$ cat src/rtl/pef_pkg.sv
package pef_pkg;

    typedef enum logic {
        MODE_RUN  = 1'b0,
        MODE_STOP = 1'b1
    } pef_mode_e;

    // A synchronized level is active when it matches the polarity bit.
    function automatic logic level_is_active(input logic lvl, input logic pol);
        return lvl == pol;
    endfunction

endpackage

$ cat src/rtl/pef_sync.sv
module pef_sync #(
    parameter int W      = 8,
    parameter int STAGES = 2
) (
    input  logic         clk,
    input  logic         rst_n,
    input  logic [W-1:0] async_in,
    input  logic [W-1:0] rst_val,
    output logic [W-1:0] sync_out
);

    logic [STAGES-1:0][W-1:0] stage_d;
    logic [STAGES-1:0][W-1:0] stage_q;

    always_comb begin
        stage_d[0] = async_in;
        for (int s = 1; s < STAGES; s++) begin
            stage_d[s] = stage_q[s-1];
        end
    end

    always_ff @(posedge clk) begin
        if (!rst_n) begin
            for (int s = 0; s < STAGES; s++) begin
                stage_q[s] <= rst_val;
            end
        end else begin
            stage_q <= stage_d;
        end
    end

    assign sync_out = stage_q[STAGES-1];

endmodule

$ cat src/rtl/pef_pin_filter.sv
module pef_pin_filter #(
    parameter int RUN_LEN = 4,
    parameter int CW      = $clog2(2 * RUN_LEN)
) (
    input  logic          clk,
    input  logic          rst_n,
    input  logic          sample_en,
    input  logic          level_in,
    input  logic          polarity,
    input  logic          irq_en,
    input  logic          clr,
    output logic          flag,
    output logic          lp_req,
    output logic [CW-1:0] cnt_o
);
    import pef_pkg::*;

    localparam logic [CW-1:0] ARMED = CW'(RUN_LEN);
    localparam logic [CW-1:0] LAST  = CW'(2 * RUN_LEN - 1);

    typedef struct packed {
        logic [CW-1:0] cnt;
        logic          flag;
    } filt_t;

    filt_t st_d, st_q;
    logic  active;
    logic  edge_hit;

    always_comb begin
        active   = level_is_active(level_in, polarity);
        st_d     = st_q;
        edge_hit = 1'b0;
        if (sample_en) begin
            if (st_q.cnt < ARMED) begin
                // gathering the inactive run
                st_d.cnt = active ? '0 : st_q.cnt + 1'b1;
            end else if (active) begin
                if (st_q.cnt == LAST) begin
                    st_d.cnt = '0;
                    edge_hit = 1'b1;
                end else begin
                    st_d.cnt = st_q.cnt + 1'b1;
                end
            end else begin
                // stay armed, active run restarts
                st_d.cnt = ARMED;
            end
        end
        if (clr)      st_d.flag = 1'b0;
        if (edge_hit) st_d.flag = 1'b1;
    end

    always_ff @(posedge clk) begin
        if (!rst_n) begin
            st_q <= '0;
        end else begin
            st_q <= st_d;
        end
    end

    assign flag   = st_q.flag;
    assign cnt_o  = st_q.cnt;
    assign lp_req = (st_q.cnt <= ARMED) && irq_en && !st_q.flag;

endmodule

$ cat src/rtl/pin_edge_filter.sv
module pin_edge_filter #(
    parameter int NPINS       = 8,
    parameter int RUN_LEN     = 4,
    parameter int SYNC_STAGES = 2
) (
    input  logic             clk,
    input  logic             rst_n,
    input  logic [NPINS-1:0] pin_in,
    input  logic [NPINS-1:0] polarity,
    input  logic [NPINS-1:0] irq_en,
    input  logic             flag_clr_we,
    input  logic [NPINS-1:0] flag_clr_mask,
    input  logic             stop_mode,
    input  logic             lp_strobe,
    output logic [NPINS-1:0] flag_o,
    output logic             irq_o,
    output logic [NPINS-1:0] lp_clk_req_o,
    output logic             lp_clk_run_o
);
    import pef_pkg::*;

    localparam int CW = $clog2(2 * RUN_LEN);

    pef_mode_e                  mode;
    logic                       sample_en;
    logic [NPINS-1:0]           pin_sync;
    logic [NPINS-1:0]           clr_vec;
    logic [NPINS-1:0][CW-1:0]   cnt_all;

    always_comb begin
        mode      = stop_mode ? MODE_STOP : MODE_RUN;
        sample_en = (mode == MODE_STOP) ? lp_strobe : 1'b1;
        clr_vec   = flag_clr_we ? flag_clr_mask : '0;
    end

    pef_sync #(
        .W      (NPINS),
        .STAGES (SYNC_STAGES)
    ) u_sync (
        .clk      (clk),
        .rst_n    (rst_n),
        .async_in (pin_in),
        .rst_val  ('0),
        .sync_out (pin_sync)
    );

    for (genvar i = 0; i < NPINS; i++) begin : g_pin
        pef_pin_filter #(
            .RUN_LEN (RUN_LEN),
            .CW      (CW)
        ) u_filt (
            .clk       (clk),
            .rst_n     (rst_n),
            .sample_en (sample_en),
            .level_in  (pin_sync[i]),
            .polarity  (polarity[i]),
            .irq_en    (irq_en[i]),
            .clr       (clr_vec[i]),
            .flag      (flag_o[i]),
            .lp_req    (lp_clk_req_o[i]),
            .cnt_o     (cnt_all[i])
        );
    end

    assign irq_o        = |(flag_o & irq_en);
    assign lp_clk_run_o = |lp_clk_req_o;

endmodule

$ cat config.mk
export PLATFORM = sky130hd
export DESIGN_NAME = pin_edge_filter
export DESIGN_NICKNAME = d
export VERILOG_FILES = /design/src/rtl/pef_pkg.sv /design/src/rtl/pef_sync.sv /design/src/rtl/pef_pin_filter.sv /design/src/rtl/pin_edge_filter.sv
export SDC_FILE = /design/constraint.sdc
export NUM_CORES = 1
export LEC_CHECK = 0
export CORE_MARGIN = 2
export CORE_UTILIZATION = 50
export DETAILED_ROUTE_END_ITERATION = 10
export HOLD_SLACK_MARGIN = 0.06
export PLACE_DENSITY_LB_ADDON = 0.05
export SYNTH_ARGS = -nofsm -noshare
export SYNTH_HDL_FRONTEND = slang
export SYNTH_HIERARCHICAL = 1
export SYNTH_SLANG_ARGS = --single-unit
$ cat constraint.sdc
create_clock -name clk -period 2.4 [get_ports clk]
set_input_delay 0.36 -clock clk [delete_from_list [all_inputs] [get_ports clk]]
set_output_delay 0.36 -clock clk [all_outputs]
set_load 0.05 [all_outputs]
# Word-level counts from Yosys, hierarchy flattened
# Cells that the tools add are included.
[classes] addsub=8 multipliers=0 div=0 order_cmp=16 n_eq_ne=16 shift=0 n_mux=83 n_bitwise=1 n_reduce_logical=34
[op_table] op="$mux W3" count=32
[op_table] op="$mux W1" count=50
[op_table] op="$add A3 B1 Y3 const B" count=8
[op_table] op="$eq A3 B3 Y1 const B" count=8
[op_table] op="$le A3 B3 Y1 const B" count=8
[op_table] op="$lt A3 B3 Y1 const B" count=8
[op_table] op="$logic_and A1 B1 Y1" count=16
[op_table] op="$reduce_bool A2 Y1" count=8
[op_table] op="$reduce_or A8 Y1" count=2
[op_table] op="$and A8 B8 Y8" count=1
[op_table] op="$eq A1 B1 Y1" count=8
[op_table] op="$logic_not A1 Y1" count=8
[op_table] op="$mux W8" count=1
[totals] reg_bits=48 latch_bits=0 ram_bits=0 rom_bits=0 inputBits=37 out_inout_bits=18 wordCells=176 mem_count=0

# Logic depth before layout (Yosys ltp)
[logic_depth] ltp_word=6 ltp_mapped=6 mapped_depth_nobuf=6

# Hierarchy
# Netlist, hierarchy kept.
[by_module_without_submodules] module="pef_pin_filter" instances=8 cells_each=27 area_each_um2=244.0 seq_area_each_um2=80.1
[by_module_without_submodules] module="pef_sync" instances=1 cells_each=34 area_each_um2=569.3 seq_area_each_um2=320.3
[by_module_without_submodules] module="pin_edge_filter" instances=1 cells_each=18 area_each_um2=112.6 seq_area_each_um2=0.0

# Worst setup path before layout
# No wires, ideal clock.
[synth_timing] path_type="register to output" start="reg g_pin[1].u_filt.st_q (netlist bit g_pin[1].u_filt/flag)" end="out lp_clk_run_o" arrival_time_ns=2.352 required_ns=2.040 slack_ns=-0.312 path_stages_with_launch=4 path_buffers=0 cell_sequence="dfxtp_1 -> nor3b_1 -> nor4_1 -> nand2_1"
[synth_via] elab_chain_cells=3
[synth_rtl] item="from (decl)" line="pef_pin_filter.sv:26" text="filt_t st_d, st_q;"
[synth_rtl] item="from (signal assigned)" line="pef_pin_filter.sv:58" text="st_q <= st_d;"
[synth_rtl] item="$logic_not A1 Y1" line="pef_pin_filter.sv:64" text="assign lp_req = (st_q.cnt <= ARMED) && irq_en && !st_q.flag;"
[synth_rtl] item="$logic_and A1 B1 Y1" line="pef_pin_filter.sv:64"
[synth_rtl] item="via lp_clk_req_o[1]" line="pin_edge_filter.sv:17" text="output logic [NPINS-1:0] lp_clk_req_o,"
[synth_rtl] item="$reduce_or A8 Y1" line="pin_edge_filter.sv:66" text="assign lp_clk_run_o = |lp_clk_req_o;"
[synth_rtl] item="to (decl)" line="pin_edge_filter.sv:18" text="output logic lp_clk_run_o"
# The timed path passes the listed nets, and every way through them passes these cells.

# Worst setup path after layout
[layout_timing] start="reg g_pin[5].u_filt.st_q (netlist bit g_pin[5].u_filt/cnt_o[0])" end="out lp_clk_run_o"
[layout_via] elab_chain_cells=4
[layout_rtl] item="from (decl)" line="pef_pin_filter.sv:26"
[layout_rtl] item="from (signal assigned)" line="pef_pin_filter.sv:58"
[layout_rtl] item="$le A3 B3 Y1" line="pef_pin_filter.sv:64"
[layout_rtl] item="$logic_and A1 B1 Y1 (2 in a row)" line="pef_pin_filter.sv:64"
[layout_rtl] item="$reduce_or A8 Y1" line="pin_edge_filter.sv:66"
# Every way passes these cells.

==> summary.txt <==
STA
  • Fin. max-slew vios: 0
  • Clock skew: roughly 0.0027 ns
  • Worst hold slack: 0.456 ns
  • Final Cycle Share: 88.3%
  • Final setup fails: 0
  • Worst slew pin tran: 0.586 ns
  • Hold Fails Final Rpt: 0
  • RSZ-0062 raised after global routing: no
  • Min Tclk post-route: approximately 2.1 ns
  • Max Fclk: 0.472 GHz
  • Fin Setup TNS: 0 ns
  • Slew HR: ~61%
  • Final setup margin: 0.281 ns

Placed design
  • Placed cells: 413
  • Setup WS pre-CTS: 0.436 ns
  • GP Congestion: 0.825
  • Post-DP HPWL: a little over 4 mm
  • Placed inst area: between 0.003 and 0.004 mm2
  • Port bufs: 54

Global route
  • Total track usage: 19.1%
  • First-pass GRT wire length: between 9 and 10 mm
  • Pin count of the biggest net entering global routing: 33
  • Vias in the first global route: 2026
  • Grt ovf: 0
  • Initial antenna violation count: 0

Route
  • Routed Antenna Nets: 0
  • Wire per inst: 12.4 um
  • Final WL: between 5 and 6 mm
  • DR top layer: met4
  • WL met3: 323 um
  • Drt initial violations: 72
  • # DRC: 0
  • Metal-1 WL: around 2.6 mm
  • DR WL met2: 2.24 mm
  • Drt via density: 5.10
  • TritonRoute pass-1 iters: 4
  • Via count: 2146

Synth
  • #FFs+latches synth: 48
  • Syn. warnings: 6
  • Mapped Avg Cell Area: 9.83 um2
  • Cells after Synth: 268
  • Post-synth cell types: 24
  • Seq/Total Area, Yosys: 36.5%
  • Post-synthesis cell area: approximately 0.0026 mm2

Setup path
  • Critical path peak fanout: 3
  • CP max-delay cell: dfxtp_1
  • Reg2Reg Depth: 3
  • RR Startpoint: u_sync/sync_out[7]
  • Critical Path RT: 2.04 ns
  • Bufs and invs on worst path: 2
  • Largest delay contributor family on the critical path: simple AND/OR/NAND/NOR gates
  • Setup Crit Path Kind: flop to output pin
  • R2R setup slack: about 1.1 ns
  • CP Capture Type: output pin
  • Critical path arrival: ~1.8 ns
  • CP cell instances: inv_1 > ha_1 > nor2b_1 > nor3b_2 > nor4_1 > nand2_1 > buf_12
  • Startpoint types: flop
  • Reg2reg end: g_pin[7].u_filt/cnt_o[0]
  • Crit path largest cell delay: around 0.34 ns

Die
  • I/O pin cnt: 55
  • DIE WIDTH: 76.6 um
  • Die Y: 76.6 um
  • Row count: 26
  • Initial core utilization: 51.6%
  • Die area: a little under 0.006 mm2
  • Core ar.: ~0.005 mm2

Clock network
  • Post-CTS Setup Bufs: 0
  • Clock Sinks: 48
  • Resized cells post-CTS: 0
  • Root Driver: clkbuf_8
  • Reg clk slew, reported paths: around 0.080 ns
  • TritonCTS Buffers: 5
  • H-tree Lvls: 2
  • CTS tree: yes
  • CTS Hold Bufs: 0
  • Clk_lat worst skew: 0.29 ns
  • Clock Path Buffers: 2

Layout
  • Share of cells above drive strength 1: 18.8%
  • Most frequent cells in the layout: 48 x dfxtp_1, 44 x clkdlybuf4s50_1, 24 x inv_1, 24 x nand2b_1, 17 x nand4_1
  • Non-Filler Instances: 421
  • Final #Nets: 403
  • Fin area: 0.00350 mm2
  • Antenna diodes: 0
  • Commonest non-fill, non-tap cell in the layout: dfxtp_1
  • Area grow syn2layout: 32.8%

Pwr
  • Static Leak: 1.35 nW
  • Max VDD drop: 0.371 mV
  • Pwr dens: 520 mW/mm2

Worst hold path
  • Class of the worst hold path: flop to flop
  • Hold path cells: 1
  • Hold Startpoint: u_sync/stage_d[14]
  • Hold EP: u_sync/sync_out[6]

Flow run
  • Max-cap violation count: 0

Status
  • Status: completed
## layout make-up
cell class,count,area (um2)
Fill cell,464,1610
Multi-Input combinational cell,209,1650
Sequential cell,48,961
Inverter,24,90.1
Clock inverter,2,35.0
Tap cell,70,87.6
Clock buffer,6,72.6
Timing Repair Buffer,62,601
## cells by family (layout without fill, tap and decap cells)
| group | Yosys count | after routing | synth area share, % |
|---|---|---|---|
| other cells | 1 | 16 | 0.142 |
| compound gates | 44 | 44 | 11.4 |
| simple gates | 101 | 101 | 25.4 |
| mux | 24 | 24 | 11.7 |
| buf+inv | 26 | 94 | 4.61 |
| flops | 48 | 48 | 36.5 |
| fa+ha+maj | 16 | 16 | 7.60 |
| xor+xnor | 8 | 8 | 2.66 |
## report_power, final
| group | internal, mW | switching [mW] |
|---|---|---|
| registers | 0.844 | 0.0243 |
| clock network | 0.309 | 0.260 |
| logic | 0.205 | 0.175 |
## cells in the mapped netlist
master | instances | share of area, %
a21oi_1 | 16 | 3.0
dfxtp_1 | 48 | 36
a22oi_1 | 4 | 1.1
a311oi_1 | 8 | 2.7
nor3b_1 | 8 | 2.3
nor2b_1 | 16 | 3.8
nand4bb_1 | 8 | 3.4
nand2b_1 | 25 | 5.9
mux2_4 | 10 | 5.7
nand4_1 | 17 | 4.0
xnor2_1 | 8 | 2.7
buf_12 | 1 | 0.76
or3_1 | 8 | 1.9
o21ai_2 | 8 | 2.7
mux2_2 | 14 | 6.0
inv_1 | 24 | 3.4
a31oi_1 | 8 | 1.9
conb_1 | 1 | 0.14
ha_1 | 16 | 7.6
nand3_1 | 8 | 1.5
nand2_1 | 1 | 0.14
and2_1 | 8 | 1.9
nor4_1 | 2 | 0.47
buf_6 | 1 | 0.43
## metrics by stage
stage / total power [mW] / utilization [%]
after floorplan: 1.14 / -
after global placement: 1.26 / 66.4
after detailed placement: 1.27 / 66.4
after CTS: 1.84 / 68.5
after global routing: 1.92 / 68.5
final: 1.82 / 68.5
## per-layer routing
layer / up-vias / GRT usage, %
li1: 1116 / -
met1: 963 / 25.7
met2: 61 / 30.4
met3: 6 / 5.33
met4: 0 / 4.36
met5: - / 0
## how the worst max path moves through the flow
| stage | endpoint | start | cells after the start | slack [ns] |
|---|---|---|---|---|
| floorplan | lp_clk_run_o | g_pin[1].u_filt/flag | 3 | 0.24 |
| global placement | flop | lp_strobe | 5 | 0.48 |
| detailed placement | flop | lp_strobe | 5 | 0.44 |
| CTS | lp_clk_run_o | g_pin[5].u_filt/cnt_o[0] | 7 | 0.26 |
| global route | lp_clk_run_o | g_pin[5].u_filt/cnt_o[0] | 7 | 0.13 |
| finish | lp_clk_run_o | g_pin[5].u_filt/cnt_o[0] | 7 | 0.28 |
Note: power is estimated with default switching activity, not from simulation.
